### src/rtl/pic_cmd_pkg.sv
package pic_cmd_pkg;
  typedef enum logic [1:0] {
    INIT_IDLE = 2'd0,
    INIT_BASE = 2'd1,
    INIT_CASC = 2'd2,
    INIT_MODE = 2'd3
  } init_state_t;

  localparam logic [2:0] CMD_AEOI_OFF = 3'd0;
  localparam logic [2:0] CMD_NS_EOI   = 3'd1;
  localparam logic [2:0] CMD_SP_EOI   = 3'd3;
  localparam logic [2:0] CMD_AEOI_ON  = 3'd4;
  localparam logic [2:0] CMD_NS_ROT   = 3'd5;
  localparam logic [2:0] CMD_SET_PRI  = 3'd6;
  localparam logic [2:0] CMD_SP_ROT   = 3'd7;
endpackage

### src/rtl/pic_prio_find.sv
module pic_prio_find #(
  parameter int N  = 8,
  localparam int IW = $clog2(N)
) (
  input  logic [N-1:0]  req_i,
  input  logic [IW-1:0] rot_i,
  output logic          found_o,
  output logic [IW-1:0] idx_o
);
  logic [IW-1:0] pos;

  // Scan from the rotation base upward; N is a power of two so the sum wraps.
  always_comb begin
    found_o = 1'b0;
    idx_o   = '0;
    pos     = '0;
    for (int k = 0; k < N; k++) begin
      pos = rot_i + IW'(k);
      if (!found_o && req_i[pos]) begin
        found_o = 1'b1;
        idx_o   = pos;
      end
    end
  end

  always_comb begin
    if (found_o) assert_found_in_service_R10: assert (req_i[idx_o]);
    if (!found_o) assert_none_means_empty_R10: assert (req_i == '0);
  end
endmodule

### src/rtl/pic_init_seq.sv
module pic_init_seq
  import pic_cmd_pkg::*;
#(
  parameter int BW = 5
) (
  input  logic          clk,
  input  logic          rst,
  input  logic          start_i,
  input  logic [7:0]    start_word_i,
  input  logic          dat_wr_i,
  input  logic [7:0]    data_i,
  output logic          busy_o,
  output logic [BW-1:0] base_o,
  output logic          sfnm_o,
  output logic          aeoi_o
);
  init_state_t st;
  logic need4_q, single_q;

  always_ff @(posedge clk) begin
    if (rst) begin
      st       <= INIT_IDLE;
      need4_q  <= 1'b0;
      single_q <= 1'b0;
      base_o   <= '0;
      sfnm_o   <= 1'b0;
      aeoi_o   <= 1'b0;
    end else if (start_i) begin
      st       <= INIT_BASE;
      need4_q  <= start_word_i[0];
      single_q <= start_word_i[1];
      base_o   <= '0;
      sfnm_o   <= 1'b0;
      aeoi_o   <= 1'b0;
    end else if (dat_wr_i) begin
      case (st)
        INIT_BASE: begin
          base_o <= data_i[7 -: BW];
          if (!single_q)    st <= INIT_CASC;
          else if (need4_q) st <= INIT_MODE;
          else              st <= INIT_IDLE;
        end
        INIT_CASC: st <= need4_q ? INIT_MODE : INIT_IDLE;
        INIT_MODE: begin
          sfnm_o <= data_i[4];
          aeoi_o <= data_i[1];
          st     <= INIT_IDLE;
        end
        default: st <= INIT_IDLE;
      endcase
    end
  end

  assign busy_o = (st != INIT_IDLE);

  assert_mode_needs_flag_R4: assert property (@(posedge clk) disable iff (rst)
    (st == INIT_MODE) |-> need4_q);
  assert_base_held_idle_R3: assert property (@(posedge clk) disable iff (rst)
    (st == INIT_IDLE && $past(st) == INIT_IDLE && !$past(start_i)) |-> $stable(base_o));
endmodule

### src/rtl/pic_ocw_exec.sv
module pic_ocw_exec
  import pic_cmd_pkg::*;
#(
  parameter int N  = 8,
  localparam int IW = $clog2(N)
) (
  input  logic          clk,
  input  logic          rst,
  input  logic          cmd_wr_i,
  input  logic [7:0]    data_i,
  input  logic          init_i,
  input  logic          poll_done_i,
  input  logic [N-1:0]  isr_i,
  output logic [IW-1:0] rot_base_o,
  output logic          rot_aeoi_o,
  output logic          rd_isr_o,
  output logic          smask_o,
  output logic          poll_pend_o,
  output logic [N-1:0]  isr_clr_o
);
  logic          is_rdcmd, is_eoi, top_found;
  logic [IW-1:0] top_idx, lvl;
  logic [2:0]    code;

  assign is_rdcmd = cmd_wr_i && !data_i[4] &&  data_i[3];
  assign is_eoi   = cmd_wr_i && !data_i[4] && !data_i[3];
  assign code     = data_i[7:5];
  assign lvl      = data_i[IW-1:0];

  pic_prio_find #(.N(N)) u_find (
    .req_i   (isr_i),
    .rot_i   (rot_base_o),
    .found_o (top_found),
    .idx_o   (top_idx)
  );

  always_ff @(posedge clk) begin
    if (rst || init_i) begin
      rot_base_o  <= '0;
      rot_aeoi_o  <= 1'b0;
      rd_isr_o    <= 1'b0;
      smask_o     <= 1'b0;
      poll_pend_o <= 1'b0;
      isr_clr_o   <= rst ? '0 : '1;
    end else begin
      isr_clr_o <= '0;
      if (poll_done_i) poll_pend_o <= 1'b0;
      if (is_rdcmd) begin
        if (data_i[2]) poll_pend_o <= 1'b1;
        if (data_i[1]) rd_isr_o    <= data_i[0];
        if (data_i[6]) smask_o     <= data_i[5];
      end
      if (is_eoi) begin
        case (code)
          CMD_AEOI_OFF, CMD_AEOI_ON: rot_aeoi_o <= data_i[7];
          CMD_NS_EOI: if (top_found) isr_clr_o <= N'(1) << top_idx;
          CMD_NS_ROT: if (top_found) begin
            isr_clr_o  <= N'(1) << top_idx;
            rot_base_o <= top_idx + 1'b1;
          end
          CMD_SP_EOI: isr_clr_o <= N'(1) << lvl;
          CMD_SP_ROT: begin
            isr_clr_o  <= N'(1) << lvl;
            rot_base_o <= lvl + 1'b1;
          end
          CMD_SET_PRI: rot_base_o <= lvl + 1'b1;
          default: ;
        endcase
      end
    end
  end

  assert_clr_after_write_R13: assert property (@(posedge clk) disable iff (rst)
    (isr_clr_o != '0) |-> $past(cmd_wr_i));
  assert_clr_single_bit_R11: assert property (@(posedge clk) disable iff (rst)
    (isr_clr_o != '1) |-> $onehot0(isr_clr_o));
endmodule

### src/rtl/pic_cmd_decoder.sv
module pic_cmd_decoder
  import pic_cmd_pkg::*;
#(
  parameter int N  = 8,
  localparam int IW = $clog2(N),
  localparam int BW = 8 - IW
) (
  input  logic          clk,
  input  logic          rst,
  input  logic          addr_i,
  input  logic          wr_en_i,
  input  logic          rd_en_i,
  input  logic [7:0]    wr_data_i,
  input  logic [N-1:0]  irr_i,
  input  logic [N-1:0]  isr_i,
  input  logic          poll_hit_i,
  input  logic [IW-1:0] poll_id_i,
  output logic [7:0]    rd_data_o,
  output logic [N-1:0]  mask_o,
  output logic [BW-1:0] vec_base_o,
  output logic [IW-1:0] rot_base_o,
  output logic          auto_eoi_o,
  output logic          rot_aeoi_o,
  output logic          sfnm_o,
  output logic          smask_o,
  output logic          rd_isr_sel_o,
  output logic [N-1:0]  isr_clr_o,
  output logic          poll_ack_o
);
  logic cmd_wr, dat_wr, init_start, busy, poll_pend, poll_done;
  logic [7:0] poll_byte;

  assign cmd_wr     = wr_en_i && !addr_i;
  assign dat_wr     = wr_en_i &&  addr_i;
  assign init_start = cmd_wr && wr_data_i[4];
  assign poll_done  = rd_en_i && !addr_i && poll_pend;
  assign poll_byte  = {poll_hit_i, {(7 - IW){1'b0}}, poll_id_i};

  pic_init_seq #(.BW(BW)) u_init (
    .clk          (clk),
    .rst          (rst),
    .start_i      (init_start),
    .start_word_i (wr_data_i),
    .dat_wr_i     (dat_wr),
    .data_i       (wr_data_i),
    .busy_o       (busy),
    .base_o       (vec_base_o),
    .sfnm_o       (sfnm_o),
    .aeoi_o       (auto_eoi_o)
  );

  pic_ocw_exec #(.N(N)) u_ocw (
    .clk         (clk),
    .rst         (rst),
    .cmd_wr_i    (cmd_wr),
    .data_i      (wr_data_i),
    .init_i      (init_start),
    .poll_done_i (poll_done),
    .isr_i       (isr_i),
    .rot_base_o  (rot_base_o),
    .rot_aeoi_o  (rot_aeoi_o),
    .rd_isr_o    (rd_isr_sel_o),
    .smask_o     (smask_o),
    .poll_pend_o (poll_pend),
    .isr_clr_o   (isr_clr_o)
  );

  always_ff @(posedge clk) begin
    if (rst || init_start) mask_o <= '0;
    else if (dat_wr && !busy) mask_o <= wr_data_i[N-1:0];
  end

  always_ff @(posedge clk) begin
    if (rst) begin
      rd_data_o  <= '0;
      poll_ack_o <= 1'b0;
    end else begin
      poll_ack_o <= poll_done && poll_hit_i;
      if (rd_en_i) begin
        if (addr_i)            rd_data_o <= 8'(mask_o);
        else if (poll_pend)    rd_data_o <= poll_byte;
        else if (rd_isr_sel_o) rd_data_o <= 8'(isr_i);
        else                   rd_data_o <= 8'(irr_i);
      end
    end
  end

  assert_mask_hold_R6: assert property (@(posedge clk) disable iff (rst)
    !$past(wr_en_i) |-> (mask_o == $past(mask_o)));
  assert_poll_ack_after_read_R9: assert property (@(posedge clk) disable iff (rst)
    poll_ack_o |-> $past(rd_en_i && !addr_i));
endmodule

### config.mk
export PLATFORM = sky130hd
export DESIGN_NAME = pic_cmd_decoder
export DESIGN_NICKNAME = d
export VERILOG_FILES = /design/src/rtl/pic_cmd_pkg.sv /design/src/rtl/pic_prio_find.sv /design/src/rtl/pic_init_seq.sv /design/src/rtl/pic_ocw_exec.sv /design/src/rtl/pic_cmd_decoder.sv
export SDC_FILE = /design/constraint.sdc
export NUM_CORES = 1
export LEC_CHECK = 0
export CORE_MARGIN = 10
export CORE_UTILIZATION = 53
export CTS_CLUSTER_SIZE = 10
export DETAILED_ROUTE_END_ITERATION = 8
export PLACE_DENSITY = 0.85
export SYNTH_ARGS = -nofsm -noshare
export SYNTH_HDL_FRONTEND = slang
export SYNTH_SLANG_ARGS = --single-unit
### constraint.sdc
create_clock -name clk -period 6.05 [get_ports clk]
set_clock_uncertainty 0.2 [all_clocks]
set_input_delay 1.5125 -clock clk [delete_from_list [all_inputs] [get_ports clk]]
set_output_delay 1.5125 -clock clk [all_outputs]
set_load 0.005 [all_outputs]
==> metrics.md, run 1 <==
| Metric | Value |
|---|---|
| Leak | roughly 0.0013 µW |
| Yosys top cell by area | dfxtp_1 |
| Fin crit period | 4660 ps |
| Syn-to-layout area delta | 29.9% |
| Setup Buffers After CTS | 0 |
| Vias in the first global route | 2709 |
| Seq/Total Area, Yosys | 30.6% |
| Max Clock Freq | 0.214 GHz |
| Final #Nets | roughly 430 |
| Vias per inst | 6.04 |
| Final core occ | 71.0% |
| Status | complete, no violations |
| CTS tree | done |
| Reg-to-reg slack, setup | 1910 ps |
| Worst-Margin Slew | 878 ps |
| CTS resizes | 0 |
| Pre-antenna DRT Iters | 5 |
| CP Capture Type | register |
| Post-Synthesis Cells | 327 |
| Yosys warns | 0 |
| Global-route wire length before repair | between 10000 and 15000 µm |
| Max-cap violations | 0 |
| Root buffer cell | clkbuf_8 |
| Longest Clk Path Bufs | 2 |
| Share of cells above drive strength 1 | around 8.5% |
| RSZ-0062 raised after global routing | no |
| Peak VDD IR | 157 µV |
| DR vias | ~2800 |
| Mapped Area | roughly 0.0028 mm² |
| Final worst path period share | a little under 80% |
| Commonest non-fill, non-tap cell in the layout | clkdlybuf4s50_1 |
| Total Routing Usage GR | 19.0% |
| Core area | 0.00514 mm² |
| Design area | around 0.0037 mm² |
| Syn avg cell area | 8.60 µm² |
| Slew Viols, Final | 0 |
| Largest net degree at the start of global routing | 25 |
| H-tree depth | 2 |
| Initial Util | 54.7% |
| PwrDens | 196 mW/mm² |
| Yosys top cell area share | between 30 and 40% |
| Cts hold-fix bufs | 0 |
| Most frequent cells in the layout | 70 x clkdlybuf4s50_1, 45 x nor2_1, 43 x dfxtp_1 |
| CP Data Arrival Time | 4690 ps |
| Sink Count | 43 |
| Post-synthesis register bit count | 43 |
| HPWL after DPL | approximately 6300 µm |
| Critical Path RT | 6080 ps |
| Crit path capture | u_ocw.rot_base_o[2] |
| Post-DRT Antenna Nets | 0 |
| CTS buffer count | 5 |
| Chip width | 92.8 µm |
| GRT overflow | 0 |
| Initial antenna violation count | 0 |
| # setup viols final | 0 |
| I/O pin count | 71 |
| Final-report hold violation count | 0 |
| Clock transition at path regs | 90 ps |
| Multi-input combinational cell area | 0.00181 mm² |
| Clk_lat worst skew | 300 ps |
| Flop pwr share | 41.7% |
| Top cells by area, synth | dfxtp_1 31%, mux2i_1 9.3%, mux4_2 6.4% |
| Drt initial violations | about 170 |
| Relative slew slack | 40.7% |
| Hold Path Class | reg2reg |
| Library cells used by synthesis | 52 |
| Fillers | 441 |
| IO Port Bufs | 70 |
| FFs w/ async S/R, synth | 0% |
| Top FF cell, synth | dfxtp_1 |
| Combinational Power Share | between 20% and 30% |
| CP startpoint kind | primary input |
| Setup crit start | isr_i[3] |
| Critical R2R Launch | u_ocw.rot_base_o[0] |
| DRC viols | 0 |
| NetSw | 188 µW |
| FF+latch area | 861 µm² |
| EDFF count, synth | 0 |
| Int Pwr | 530 µW |
| Ant diodes | 0 |
| Hold_sp | u_ocw.smask_o |
| Worst R2R End | u_ocw.rot_base_o[2] |
| Routed WL | 8300 µm |
| RePlAce Congestion | 0.907 |
| Net Count, Synth | 367 |
| Placed cell area | 0.00351 mm² |
| WS Path Type | in2reg |
| Clock Power Share | 38.3% |
| Std-Cell Rows | 26 |
| Wire length per cell | 18.2 µm |
| Die area | 0.00862 mm² |
| Fin Setup TNS | 0 ps |
| Sw frac | 26.2% |
| Worst r2r path cells | 13 |
| Critical Path Fanout Max | 7 |
| Die Y | 92.8 µm |
registers in the layout, indices dropped and copies added, names as in the netlist, 2 cells and up:
| signal | flops |
|---|---|
| u_init.base_o | 5 |
| mask_o | 8 |
| rd_data_o | 8 |
| u_ocw.isr_clr_o | 8 |
| u_ocw.rot_base_o | 3 |
| u_init.st | 2 |
metal layers:
layer	track usage (%)	routed length (µm)	vias up
li1	-	-	1331
met1	22.3	3460	1310
met2	31.8	4050	95
met3	7.18	657	18
met4	4.76	136	0
met5	0	0	-
power groups by stage:
stage | combinational [µW] | sequential, µW | clock, µW
after floorplan | 81.2 | 304 | 0
after global placement | 138 | 305 | 0
after detailed placement | 141 | 306 | 0
after CTS | 142 | 299 | 276
after global routing | 158 | 300 | 290
final | 143 | 299 | 275
synth_stat cells, types with 2 or more instances:
library cell  count
ha_1              7
buf_2             2
a221oi_1          2
a21oi_1          20
mux2_2           10
dfxtp_1          43
a22o_1            2
a22oi_1           7
o22ai_1           2
inv_1             8
a31oi_1          10
nor3_1            7
o21ai_1           2
nand2b_1          2
nand3b_1          4
clkbuf_1         13
nand2_1          23
xnor2_1           2
and2_1            2
a211oi_1          7
nor2b_1           2
o21ai_0          15
nand3_1           7
mux2i_4           2
or3_1             3
o211ai_1          4
buf_6             3
buf_1             3
mux2i_1          26
o31ai_1          11
mux4_2            8
nor2_1           45
a21o_1            3
and3_1            2
stage by stage:
stage	cells	hold slack, ps	power, µW	setup slack (ps)
after floorplan	327	253	386	1910
after CTS	456	274	718	1430
after global placement	448	246	444	1260
after detailed placement	448	260	446	1130
after global routing	456	308	749	1200
final	456	271	717	1390
area by class of cell:
class	instances	share of cell area (%)
Tap cell	70	2.40
Timing Repair Buffer	72	19.6
Sequential cell	43	23.6
Clock inverter	3	1.95
Clock buffer	5	1.88
Multi-Input combinational cell	254	49.7
Inverter	9	0.925
cell families (layout without fill, tap and decap cells):
| family | Yosys count | after routing | share of synthesized area [%] |
|---|---|---|---|
| AND/OR/NAND/NOR | 104 | 104 | 17.4 |
| AO/OA/AOI/OAI | 94 | 94 | 21.8 |
| multiplexers | 46 | 46 | 21.3 |
| flip-flops | 43 | 43 | 30.6 |
| buffers and inverters | 30 | 89 | 4.90 |
| adder cells (fa/ha/maj) | 7 | 7 | 3.12 |
| XOR/XNOR | 3 | 3 | 0.935 |
critical path, stage by stage:
cell             delay (ps)
clkdlybuf4s50_1         520
mux4_2                  540
mux2i_1                 420
nand2b_1                200
nor2_1                  200
and3_1                  220
a21oi_2                  60
mux2_2                  280
ha_1                    180
or3_1                   370
a31oi_1                 170
how the worst min path moves through the flow:
stage | end | slack [ps] | cells past startpoint
2_1_floorplan | u_ocw.smask_o | 250 | 2
3_3_place_gp | u_ocw.smask_o | 250 | 2
3_5_place_dp | u_ocw.smask_o | 260 | 2
4_1_cts | u_ocw.smask_o | 270 | 2
5_1_grt | u_ocw.smask_o | 310 | 2
6_report | u_ocw.smask_o | 270 | 2
(Power assumes the default switching activity.)
==> inputs of run 2 (changes only) <==
CORE_UTILIZATION = 50   (was 53)
PLACE_DENSITY = 0.81   (was 0.85)
clock period = 4.4 ns   (was 6.05 ns; I/O delays follow)
==> run 2 against run 1 <==
Wire length down 1.3%. Die area increased by 4.7%. Critical path depth did not move.
==> metrics.md, run 2 (synthesized netlist as in run 1, its figures left out) <==
| Metric | Value |
|---|---|
| Status | complete, no violations |
| Final worst path period share | 93.4% |
| Total Routing Usage GR | 18.1% |
| CTS buffer count | 5 |
| Vias in the first global route | 2735 |
| Combinational Power Share | between 20 and 25% |
| CTS tree | done |
| Share of cells above drive strength 1 | 9.46% |
| Worst-Margin Slew | 870 ps |
| Vias per inst | 5.91 |
| Setup Buffers After CTS | 0 |
| Clock Power Share | 30.2% |
| Pre-antenna DRT Iters | 5 |
| Int Pwr | 630 µW |
| Chip width | 95.0 µm |
| Sink Count | 43 |
| Critical Path RT | roughly 4400 ps |
| Biggest registers after layout | mask_o: 8 flops, rd_data_o: 8 flops, u_ocw.isr_clr_o: 8 flops |
| RePlAce Congestion | a little over 0.9 |
| Die area | around 0.0090 mm² |
| Multi-input combinational cell area | 0.00181 mm² |
| CP startpoint kind | primary input |
| Routed WL | 8190 µm |
| Final Non-Filler Cells | about 460 |
| Initial Util | 51.4% |
| Relative slew slack | 41.2% |
| Fillers | 473 |
| Hold Path Class | reg2reg |
| PwrDens | 241 mW/mm² |
| Fin Setup TNS | 0 ps |
| I/O pin count | 71 |
| Final #Nets | 430 |
| Leak | 0.00133 µW |
| Commonest non-fill, non-tap cell in the layout | clkdlybuf4s50_1 |
| Slew Viols, Final | 0 |
| Post-DRT Antenna Nets | 0 |
| Placed insts | ~460 |
| Fin crit period | 4110 ps |
| Root buffer cell | clkbuf_8 |
| DR vias | 2738 |
| NetSw | 248 µW |
| Drt initial violations | 142 |
| Die Y | approximately 95 µm |
| Clock transition at path regs | 80 ps |
| IO Port Bufs | 70 |
| Global-route wire length before repair | around 13000 µm |
| HPWL after DPL | 6220 µm |
| Final-report hold violation count | 0 |
| CTS resizes | 0 |
| CP Data Arrival Time | around 4100 ps |
| H-tree depth | 2 |
| Largest net degree at the start of global routing | 25 |
| Most frequent cells in the layout | 70 x clkdlybuf4s50_1, 45 x nor2_1, 43 x dfxtp_1 |
| CP Capture Type | register |
| Cts hold-fix bufs | 0 |
| Reg-to-reg slack, setup | 470 ps |
| Ant diodes | 0 |
| GRT overflow | 0 |
| # setup viols final | 0 |
| DRC viols | 0 |
| Sw frac | 28.2% |
| Clk_lat worst skew | around 300 ps |
| RSZ-0062 raised after global routing | no |
| Max-cap violations | 0 |
| WS Path Type | in2reg |
| Initial antenna violation count | 0 |
| FF+latch area | around 860 µm² |
| Std-Cell Rows | 27 |
| Longest Clk Path Bufs | 2 |
| Peak VDD IR | 230 µV |
| Flop pwr share | around 47% |
| Wire length per cell | 17.7 µm |
| Critical Path Fanout Max | 6 |
| Max Clock Freq | approximately 0.24 GHz |
| Core area | 0.00547 mm² |
| Syn-to-layout area delta | 29.7% |
run 2: cell count changes in the layout (fill, tap and decap cells not counted), sizes merged:
cell | before | now
buf | 2 | 7
bufinv | 2 | 0
clkbuf | 5 | 7
clkinv | 1 | 2
inv | 9 | 8
run 2: final timing paths:
path,startpoint,end,cells after the start
worst max-delay path,isr_i[2],u_ocw.rot_base_o[2],11
worst min-delay path,u_ocw.smask_o,u_ocw.smask_o,2
worst max register to register,u_ocw.rot_base_o[1],u_ocw.rot_base_o[2],12
worst min register to register,u_ocw.smask_o,u_ocw.smask_o,2
run 2: cell type report:
cell class | instances | share of cell area [%]
inverters | 9 | 0.927
well taps | 72 | 2.47
multi-input cells | 254 | 49.7
clock buffers | 7 | 2.37
flip-flops and latches | 43 | 23.6
repair buffers | 77 | 20.7
clock inverters | 1 | 0.240
run 2: critical path, stage by stage:
cell and delay [ps]:
clkdlybuf4s50_1 500, mux4_2 580, mux2_2 340, nand2b_1 210
nor2_1 130, and3_1 210, a21oi_2 50, mux2_2 270
ha_1 190, or3_1 380, a31oi_1 180
run 2: metal layers:
metal  wire length, µm  global-route usage (%)  vias up
met3               815                    7.22       11
met2              3930                    30.6      103
met4                94                    3.37        0
li1                  -                       -     1337
met5                 0                       0        -
met1              3360                    21.2     1287
run 2: power groups by stage:
stage / registers [µW] / clock network (µW) / logic (µW)
2_1_floorplan: 419 / 0 / 112
3_3_place_gp: 420 / 0 / 195
3_5_place_dp: 421 / 0 / 197
4_1_cts: 412 / 269 / 199
5_1_grt: 413 / 284 / 219
6_report: 412 / 265 / 200
run 2: metrics by stage:
| stage | cell area [µm²] | setup WS (ps) | total power [µW] | utilization (%) | hold slack [ps] |
|---|---|---|---|---|---|
| 6_report | 3650 | 289 | 878 | 66.6 | 289 |
| 5_1_grt | 3650 | 162 | 916 | 66.6 | 314 |
| 4_1_cts | 3650 | 295 | 879 | 66.6 | 289 |
| 3_5_place_dp | 3550 | 5.69 | 618 | 64.9 | 277 |
| 3_3_place_gp | 3550 | 135 | 615 | 64.9 | 243 |
| 2_1_floorplan | 2810 | 547 | 530 | - | 253 |
==> inputs of run 3 (changes only) <==
ABC_AREA = 0   (was unset)
clock period = 4.6 ns   (was 4.4 ns; I/O delays follow)
==> run 3 against run 2 <==
Critical path depth is the same. Global-route usage down 0.47 points. First-iteration DRC count is 18% higher. Wire length fell by 2.7%. Critical endpoint unchanged. Clock-buffer cell count decreased by 1. Setup slack better by 34 ps. Highest routed layer unchanged. Sequential power shrank 4%. Core utilization is 0.11 points lower.
==> metrics.md, run 3 (synthesized netlist as in run 1, its figures left out) <==
| Metric | Value |
|---|---|
| Status | complete, no violations |
| Commonest non-fill, non-tap cell in the layout | clkdlybuf4s50_1 |
| CP Buf/Inv Count | 1 |
| FF+latch area | 861 µm² |
| Flop pwr share | 46.8% |
| Clk_lat worst skew | 300 ps |
| Sw frac | between 20% and 30% |
| Fin crit period | between 4000 and 5000 ps |
| Die Y | between 90 and 100 µm |
| IO Port Bufs | 70 |
| Critical Path RT | 4620 ps |
| Std-Cell Rows | 27 |
| Hold Path Class | reg2reg |
| CP cell instances | clkdlybuf4s50_1, mux4_2, mux2_2, nand2b_1, nor2_1, and3_1, a21oi_2, mux2_2, ha_1, or3_1, a31oi_1 |
| Leak | 0.00133 µW |
| Pre-CTS setup slack | 49.6 ps |
| NetSw | 239 µW |
| Int Pwr | 601 µW |
| Peak VDD IR | 221 µV |
| Syn-to-layout area delta | 29.5% |
| Root buffer cell | clkbuf_8 |
| Cts hold-fix bufs | 0 |
| Final core occ | 66.5% |
| Largest net degree at the start of global routing | 21 |
| Setup Buffers After CTS | 0 |
| Multi-input combinational cell area | 0.00181 mm² |
| Routed WL | between 7000 and 8000 µm |
| Drt initial violations | 168 |
| Longest Clk Path Bufs | 2 |
| Core area | 0.00547 mm² |
| Wire length per cell | 17.3 µm |
| Chip width | 95.0 µm |
| Final worst path period share | 93.0% |
| Global-route wire length before repair | about 13000 µm |
| Hold WS | 268 ps |
| CP Capture Type | register |
| CP startpoint kind | primary input |
| Max-cap violations | 0 |
| Vias per inst | approximately 5.9 |
| Setup crit start | isr_i[4] |
| DR vias | 2746 |
| CTS resizes | 0 |
| H-tree depth | 2 |
| Hold_sp | u_ocw.smask_o |
| Vias in the first global route | 2685 |
| Fin Setup TNS | 0 ps |
| DRC viols | 0 |
| Fillers | 461 |
| Most common cell on crit path | mux2_2 |
| Worst-Margin Slew | between 900 and 1000 ps |
| Critical path's largest stage delay | 560 ps |
| Clock Power Share | 30.5% |
| Total Routing Usage GR | 17.6% |
| Most frequent cells in the layout | 70 x clkdlybuf4s50_1, 45 x nor2_1, 43 x dfxtp_1 |
| Ant diodes | 0 |
| Relative slew slack | 38.2% |
| GRT overflow | 0 |
| I/O pin count | 71 |
| RSZ-0062 raised after global routing | no |
| WS Path Type | in2reg |
| Slowest cell on the critical path | mux4_2 |
| RePlAce Congestion | around 0.94 |
| PwrDens | approximately 230 mW/mm² |
| Sink Count | between 40 and 50 |
| Final #Nets | 429 |
| Biggest registers after layout | mask_o: 8 flops, rd_data_o: 8 flops, u_ocw.isr_clr_o: 8 flops |
| CP delay by family, top | multiplexers |
| Final-report hold violation count | 0 |
| Slew Viols, Final | 0 |
| Post-DRT Antenna Nets | 0 |
| Initial Util | approximately half |
| Initial antenna violation count | 0 |
| Critical R2R Launch | u_ocw.rot_base_o[1] |
| Critical Path Fanout Max | 6 |
| Clock transition at path regs | 80 ps |
| Die area | ~0.009 mm² |
| CP Data Arrival Time | 4300 ps |
| CTS buffer count | 5 |
| HPWL after DPL | slightly above 6000 µm |
| Max Clock Freq | 0.234 GHz |
| # setup viols final | 0 |
| Pre-antenna DRT Iters | 5 |
| Combinational Power Share | 22.7% |
| Final Worst Setup Slack | 323 ps |
| Share of cells above drive strength 1 | 9.49% |
| CTS tree | done |
==> run 3: changes by cell type in the layout (fill, tap and decap cells not counted) <==
cell      previous run  this run
buf_4                7         6
clkbuf_1             1         0
clkinv_2             0         1
clkinv_4             1         0
inv_6                0         1
==> run 3: metal layers <==
metal | up-vias | GRT usage (%) | wire [µm]
met5 | - | 0 | 0
met4 | 0 | 4.49 | 78
met3 | 10 | 6.90 | 829
met2 | 117 | 28.1 | 3770
met1 | 1283 | 21.7 | 3300
li1 | 1336 | - | -
==> run 3: through the flow <==
stage	std cells	cell area (µm²)	power [µW]
6_report	462	3640	840
5_1_grt	462	3640	880
4_1_cts	462	3640	844
3_5_place_dp	454	3540	590
3_3_place_gp	454	3540	586
2_1_floorplan	327	2810	507
==> run 3: power groups by stage <==
stage / sequential [µW] / clock [µW] / combinational [µW]
after floorplan: 400 / 0 / 107
final: 394 / 256 / 191
after global placement: 402 / 0 / 185
after detailed placement: 402 / 0 / 188
after CTS: 394 / 261 / 189
after global routing: 395 / 277 / 208
==> run 3: area by class of cell <==
cell class | count | area share (%)
clock buffer | 6 | 2.27
clock inverter | 2 | 0.378
sequential | 43 | 23.7
multi-input combinational | 254 | 49.8
timing repair buffer | 76 | 20.5
tap | 72 | 2.48
inverter | 9 | 0.928
==> run 3: path summary, 6_finish.rpt <==
path / to / slack, ps / cells past startpoint
min: u_ocw.smask_o / 270 / 2
max reg2reg: u_ocw.rot_base_o[2] / 520 / 12
max: u_ocw.rot_base_o[2] / 320 / 11
min reg2reg: u_ocw.smask_o / 270 / 2
==> run 3: tightest hold or removal path: stages (launching register included) <==
cell	delay (ps)
dfxtp_1	320
nand2_1	50
a21oi_1	60
